## config.mk

```make
export PLATFORM = sky130hd
export DESIGN_NAME = serial_tx_engine
export DESIGN_NICKNAME = d
export VERILOG_FILES = /design/src/rtl/sertx_pkg.sv /design/src/rtl/sertx_parity.sv /design/src/rtl/sertx_elem_len.sv /design/src/rtl/sertx_line_drv.sv /design/src/rtl/serial_tx_engine.sv
export SDC_FILE = /design/constraint.sdc
export NUM_CORES = 1
export LEC_CHECK = 0
export CAP_MARGIN = 20
export CELL_PAD_IN_SITES_DETAIL_PLACEMENT = 1
export CELL_PAD_IN_SITES_GLOBAL_PLACEMENT = 1
export CORE_MARGIN = 3
export CORE_UTILIZATION = 51
export CTS_CLUSTER_SIZE = 25
export DETAILED_ROUTE_END_ITERATION = 10
export DONT_BUFFER_PORTS = 1
export PLACE_DENSITY = 0.93
export SLEW_MARGIN = 15
export SYNTH_ARGS = -nofsm -noshare
export SYNTH_HDL_FRONTEND = slang
export SYNTH_SLANG_ARGS = --single-unit
export TNS_END_PERCENT = 100
```

## constraint.sdc

```tcl
create_clock -name clk -period 9.4 [get_ports clk]
set_input_delay 2.82 -clock clk [delete_from_list [all_inputs] [get_ports clk]]
set_output_delay 2.82 -clock clk [all_outputs]
set_load 0.05 [all_outputs]
```

## src/rtl/sertx_pkg.sv

```systemverilog
package sertx_pkg;

    typedef enum logic [2:0] {
        ST_IDLE  = 3'd0,
        ST_START = 3'd1,
        ST_DATA  = 3'd2,
        ST_PAR   = 3'd3,
        ST_STOP  = 3'd4,
        ST_GAP   = 3'd5
    } tx_state_e;

    localparam int unsigned MIN_BITS   = 5;
    localparam int unsigned TICKS_BIT  = 2;

endpackage

```

## src/rtl/sertx_parity.sv

```systemverilog
module sertx_parity #(
    parameter int unsigned DW = 8
) (
    input  logic [DW-1:0] data,
    input  logic [1:0]    len_code,
    input  logic          even_sel,
    input  logic          stick,
    output logic          par_bit
);
    localparam int unsigned CW = $clog2(DW + 1);

    logic [DW-1:0] mask;
    logic [CW-1:0] nbits;
    logic          ones_odd;

    assign nbits = CW'(sertx_pkg::MIN_BITS) + CW'(len_code);

    always_comb begin
        for (int i = 0; i < DW; i++) begin
            mask[i] = (CW'(i) < nbits);
        end
        ones_odd = ^(data & mask);
        if (stick) begin
            par_bit = ~even_sel;
        end else begin
            par_bit = even_sel ? ones_odd : ~ones_odd;
        end
    end

endmodule

```

## src/rtl/sertx_elem_len.sv

```systemverilog
module sertx_elem_len #(
    parameter int unsigned GAP_W = 8
) (
    input  sertx_pkg::tx_state_e state,
    input  logic [1:0]           len_code,
    input  logic                 stop_long,
    input  logic [GAP_W-1:0]     gap,
    output logic [GAP_W:0]       len
);
    localparam logic [GAP_W:0] ONE_BIT = (GAP_W+1)'(sertx_pkg::TICKS_BIT);

    always_comb begin
        unique case (state)
            sertx_pkg::ST_STOP: begin
                if (!stop_long)            len = ONE_BIT;
                else if (len_code == 2'd0) len = (GAP_W+1)'(3);
                else                       len = (GAP_W+1)'(4);
            end
            sertx_pkg::ST_GAP: len = {gap, 1'b0};
            default:           len = ONE_BIT;
        endcase
    end

endmodule

```

## src/rtl/sertx_line_drv.sv

```systemverilog
module sertx_line_drv (
    input  logic line,
    input  logic brk,
    input  logic inv,
    output logic pin
);
    assign pin = (brk ? 1'b0 : line) ^ inv;
endmodule

```

## src/rtl/serial_tx_engine.sv

```systemverilog
module serial_tx_engine #(
    parameter int unsigned DW    = 8,
    parameter int unsigned GAP_W = 8
) (
    input  logic             clk,
    input  logic             rst_n,
    input  logic             half_tick,
    input  logic [DW-1:0]    q_data,
    input  logic             q_empty,
    output logic             q_pop,
    input  logic [1:0]       word_len,
    input  logic             stop_long,
    input  logic             par_en,
    input  logic             par_even,
    input  logic             par_stick,
    input  logic             brk_force,
    input  logic [GAP_W-1:0] gap_bits,
    input  logic             cts_in,
    input  logic             cts_gate,
    input  logic             cts_low_act,
    input  logic             out_inv,
    output logic             txd,
    output logic             tx_done
);
    import sertx_pkg::*;

    localparam int unsigned CNT_W = GAP_W + 1;
    localparam int unsigned IDX_W = $clog2(DW);

    typedef struct packed {
        tx_state_e        state;
        logic [CNT_W-1:0] cnt;
        logic [IDX_W-1:0] idx;
        logic [DW-1:0]    shreg;
        logic             par;
        logic             pin;
        logic             pop;
        logic             done;
    } tx_regs_t;

    tx_regs_t r_q, r_d;

    logic [CNT_W-1:0] elem_len;
    logic             load_par;
    logic             line;
    logic             pin_next;
    logic             cts_ok;
    logic             can_load;
    logic             last_tick;
    logic [IDX_W-1:0] last_idx;

    sertx_parity #(.DW(DW)) i_parity (
        .data     (q_data),
        .len_code (word_len),
        .even_sel (par_even),
        .stick    (par_stick),
        .par_bit  (load_par)
    );

    sertx_elem_len #(.GAP_W(GAP_W)) i_len (
        .state     (r_q.state),
        .len_code  (word_len),
        .stop_long (stop_long),
        .gap       (gap_bits),
        .len       (elem_len)
    );

    sertx_line_drv i_drv (
        .line (line),
        .brk  (brk_force),
        .inv  (out_inv),
        .pin  (pin_next)
    );

    assign cts_ok    = !cts_gate || (cts_in ^ cts_low_act);
    assign can_load  = !q_empty && cts_ok;
    assign last_tick = half_tick && (r_q.cnt == elem_len - CNT_W'(1));
    assign last_idx  = IDX_W'(MIN_BITS - 1) + IDX_W'(word_len);

    always_comb begin
        unique case (r_q.state)
            ST_START: line = 1'b0;
            ST_DATA:  line = r_q.shreg[0];
            ST_PAR:   line = r_q.par;
            default:  line = 1'b1;
        endcase
    end

    always_comb begin
        r_d     = r_q;
        r_d.pop = 1'b0;
        if (half_tick && r_q.state != ST_IDLE) begin
            r_d.cnt = last_tick ? '0 : r_q.cnt + CNT_W'(1);
        end
        unique case (r_q.state)
            ST_IDLE: begin
                if (half_tick && can_load) r_d.state = ST_START;
            end
            ST_START: begin
                if (last_tick) begin
                    r_d.state = ST_DATA;
                    r_d.idx   = '0;
                end
            end
            ST_DATA: begin
                if (last_tick) begin
                    r_d.shreg = r_q.shreg >> 1;
                    r_d.idx   = r_q.idx + IDX_W'(1);
                    if (r_q.idx == last_idx) begin
                        r_d.state = par_en ? ST_PAR : ST_STOP;
                    end
                end
            end
            ST_PAR: begin
                if (last_tick) r_d.state = ST_STOP;
            end
            ST_STOP: begin
                if (last_tick) begin
                    if (gap_bits != '0) r_d.state = ST_GAP;
                    else                r_d.state = can_load ? ST_START : ST_IDLE;
                end
            end
            ST_GAP: begin
                if (last_tick) r_d.state = can_load ? ST_START : ST_IDLE;
            end
            default: r_d.state = ST_IDLE;
        endcase
        if (r_d.state == ST_START && r_q.state != ST_START) begin
            r_d.shreg = q_data;
            r_d.par   = load_par;
            r_d.pop   = 1'b1;
            r_d.cnt   = '0;
        end
        r_d.pin  = pin_next;
        r_d.done = q_empty && (r_d.state == ST_IDLE || r_d.state == ST_GAP);
    end

    always_ff @(posedge clk or negedge rst_n) begin
        if (!rst_n) begin
            r_q       <= '0;
            r_q.state <= ST_IDLE;
            r_q.pin   <= 1'b1;
            r_q.done  <= 1'b1;
        end else begin
            r_q <= r_d;
        end
    end

    assign txd     = r_q.pin;
    assign q_pop   = r_q.pop;
    assign tx_done = r_q.done;

endmodule

```

==> metrics.md <==
| Metric | Value |
|---|---|
| Status | `finished clean` |
| Pwr dens | `140.6 nW/um2` |
| Critical Path Sink Type | `flip-flop` |
| Pins Over Slew Limit | `0` |
| Initial antenna violation count | `0` |
| Most instantiated cells after synthesis | `nor2_1 (29), nand2_1 (27), dfrtp_1 (25)` |
| Skew-Pair Late Insertion Delay | `290 ps` |
| Dpl cells | `317` |
| Detail Route Antenna Nets | `0` |
| Setup Buffers After CTS | `0` |
| Fin util | `55.65%` |
| Remaining global-route overflow | `0` |
| Number of CTS-inserted buffers | `3` |
| CTS tree | `done` |
| Ant. Diodes | `0` |
| Synth area leader | `dfrtp_1` |
| Synth top area share | `27.73%` |
| Die span in y | `72.51 um` |
| Grt met3 use | `4.155%` |
| Core Rows | `23` |
| Distinct cells, synth | `60` |
| Vias in the first global route | `2329` |
| Ports | `34` |
| Mapped cell area | `2256 um2` |
| Final hold violation count | `0` |
| Post-synth EDFFs | `0` |
| Post-Syn Nets | `316` |
| Largest net degree at the start of global routing | `37` |
| RSZ-0062 raised after global routing | `no` |
| Placed instance area | `2256 um2` |
| Seq/Total Area, Yosys | `30.06%` |
| Slew of the pin with the lowest slew margin | `915.0 ps` |
| Setup_tns | `0 ps` |
| Area Overhead vs Synth | `2.218%` |
| Max clock buf depth | `2` |
| Max_cap viols | `0` |
| Vias per cell | `6.835` |
| CP Launch Type | `primary input` |
| Clock root cell | `clkbuf_8` |
| Post-Synthesis Cells | `282` |
| CORE AREA | `4144 um2` |
| Setup violations, final | `0` |
| CP Max Fanout | `36` |
| Post-CTS sizing | `0` |
| Die Area | `5258 um2` |
| Worst EP required | `9590 ps` |
| Peak VDD IR | `105.6 uV` |
| DRT Wirelength | `6817 um` |
| Fmax | `0.1499 GHz` |
| DRC Markers | `0` |
| H-tree Lvls | `1` |
| Yosys reg bits | `27` |
| Syn Area/Cell | `8.000 um2` |
| Pwr Total | `0.3243 mW` |
| Worst setup slack after layout | `2729 ps` |
| Share of cells above drive strength 1 | `8.856%` |
| Port Buffers | `0` |
| Final period util | `70.97%` |
| Synth warn | `0` |
| GR Util met2 | `49.14%` |
| Clock Skew | `12.01 ps` |
| DR iter-0 viols | `136` |
| Prevailing post-synth register cell | `dfrtp_1` |
| Global-route wire length before repair | `11450 um` |
| Clk sinks | `27` |
| Hold Slack | `548.1 ps` |
| Clock transition at the registers of the reported paths | `110 ps` |
| Minimum clock period | `6671 ps` |
| Global-route track usage on met1 | `34.38%` |
| Place WS | `2443 ps` |
| Worst-path cell chain | `and4bb_2, nand2_1, o21ai_0, ha_1, inv_1, a221oi_4, o221ai_1, o32ai_1, o2111ai_2, nor2_4, mux2i_1, buf_4, mux2_2` |
| Initial Util | `54.44%` |
| DR pass1 iterations | `4` |
| Total track usage | `27.76%` |
| Hold Path Class | `reg2reg` |
| Leakage power | `0.9577 nW` |
| Synth top area cells | `dfrtp_1 (28%), xnor2_1 (5.0%), nor2_1 (4.8%)` |
| Hold buffer count at CTS | `0` |
| Via count | `2194` |
| Slew Limit Headroom | `38.86%` |
| Final instance area | `2306 um2` |
| Dpl hpwl | `4941 um` |
| Slowest cell delay on critical path | `750 ps` |
| Die X | `72.51 um` |
| Arr. time, crit path | `6860 ps` |
| Async S/R FF share, synth | `100.0%` |
| RD Place Congestion | `0.9038` |
| Final nets | `306` |
| Kind of critical path | `in2reg` |
| CP max-delay cell | `nor2_4` |
| Most common cell in the netlist | `nor2_1` |
| Non-filler cells, final | `321` |
| Drt wl/cell | `21.24 um` |
| Gr busiest metal | `met2` |
[worst max-delay path: cells and delay by family]
kind	cells	cell delay [ps]
AO/OA/AOI/OAI	5	1190
AND/OR/NAND/NOR	3	1170
multiplexers	2	1020
buffers and inverters	2	390
adder cells (fa/ha/maj)	1	270
[area by class of cell]
| class | count | area (um2) |
|---|---|---|
| Fill cell | 524 | 1838 |
| Multi-Input combinational cell | 228 | 1466 |
| Sequential cell | 27 | 678.2 |
| Tap cell | 50 | 62.56 |
| Clock buffer | 3 | 41.29 |
| Inverter | 11 | 41.29 |
| Clock inverter | 1 | 8.758 |
| Timing Repair Buffer | 1 | 7.507 |
[power by group]
part	switching (mW)	internal [mW]	leakage (nW)
clock network	0.0432	0.0313	0.0261
registers	0.0241	0.129	0.349
logic	0.0541	0.0427	0.583
total	0.121	0.203	0.958
[flip-flops by register name, indices dropped and copies added (netlist names)]
register and flops:
r_q 24, tx_done 1, q_pop 1, txd 1
[layer usage]
metal | part of all wire [%] | vias up
li1 | - | 1014
met5 | 0 | -
met1 | 42 | 1105
met4 | 1.4 | 0
met3 | 5.2 | 9
met2 | 52 | 66
[cells by family (layout without fill, tap and decap cells)]
kind of cell             count (synthesis)  after routing  share of synthesized area [%]
AND/OR/NAND/NOR                        119            119                          26.57
multiplexers                             6              6                          2.773
AO/OA/AOI/OAI                           84             84                          27.79
XOR/XNOR                                16             16                          6.212
buffers and inverters                   27             16                          4.936
adder cells (fa/ha/maj)                  3              3                          1.664
flip-flops                              27             27                          30.06
[cell usage in the layout (no fill, tap or decap), types with 3 or more instances in the layout]
cell type,instances
nor2_1,29
nand2_1,27
dfrtp_1,25
o21ai_0,20
a21oi_1,19
nor3_1,14
xnor2_1,13
inv_1,11
nand3_1,9
and3_1,8
o22ai_1,8
nand2b_1,6
a221oi_2,6
nor2b_1,5
or2_2,4
mux2i_1,4
nand3b_1,3
o31ai_1,3
nand4_1,3
xor2_1,3
or3_1,3
ha_1,3
clkbuf_8,3
[path summary, 6_finish.rpt]
kind	from	end	slack (ps)	depth (start not counted)
max in group asynchronous	rst_n	txd$_DFF_PN1_	7010	0
worst max register to register	r_q[26]$_DFF_PN0_	r_q[3]$_DFFE_PN0P_	4420	12
worst min-delay path	r_q[14]$_DFFE_PN0P_	r_q[14]$_DFFE_PN0P_	550	1
worst max-delay path	stop_long	r_q[3]$_DFFE_PN0P_	2730	13
worst min register to register	r_q[14]$_DFFE_PN0P_	r_q[14]$_DFFE_PN0P_	550	1
min in group asynchronous	rst_n	r_q[20]$_DFFE_PN0P_	2200	0
No activity file was read; power rests on OpenSTA's default activity.
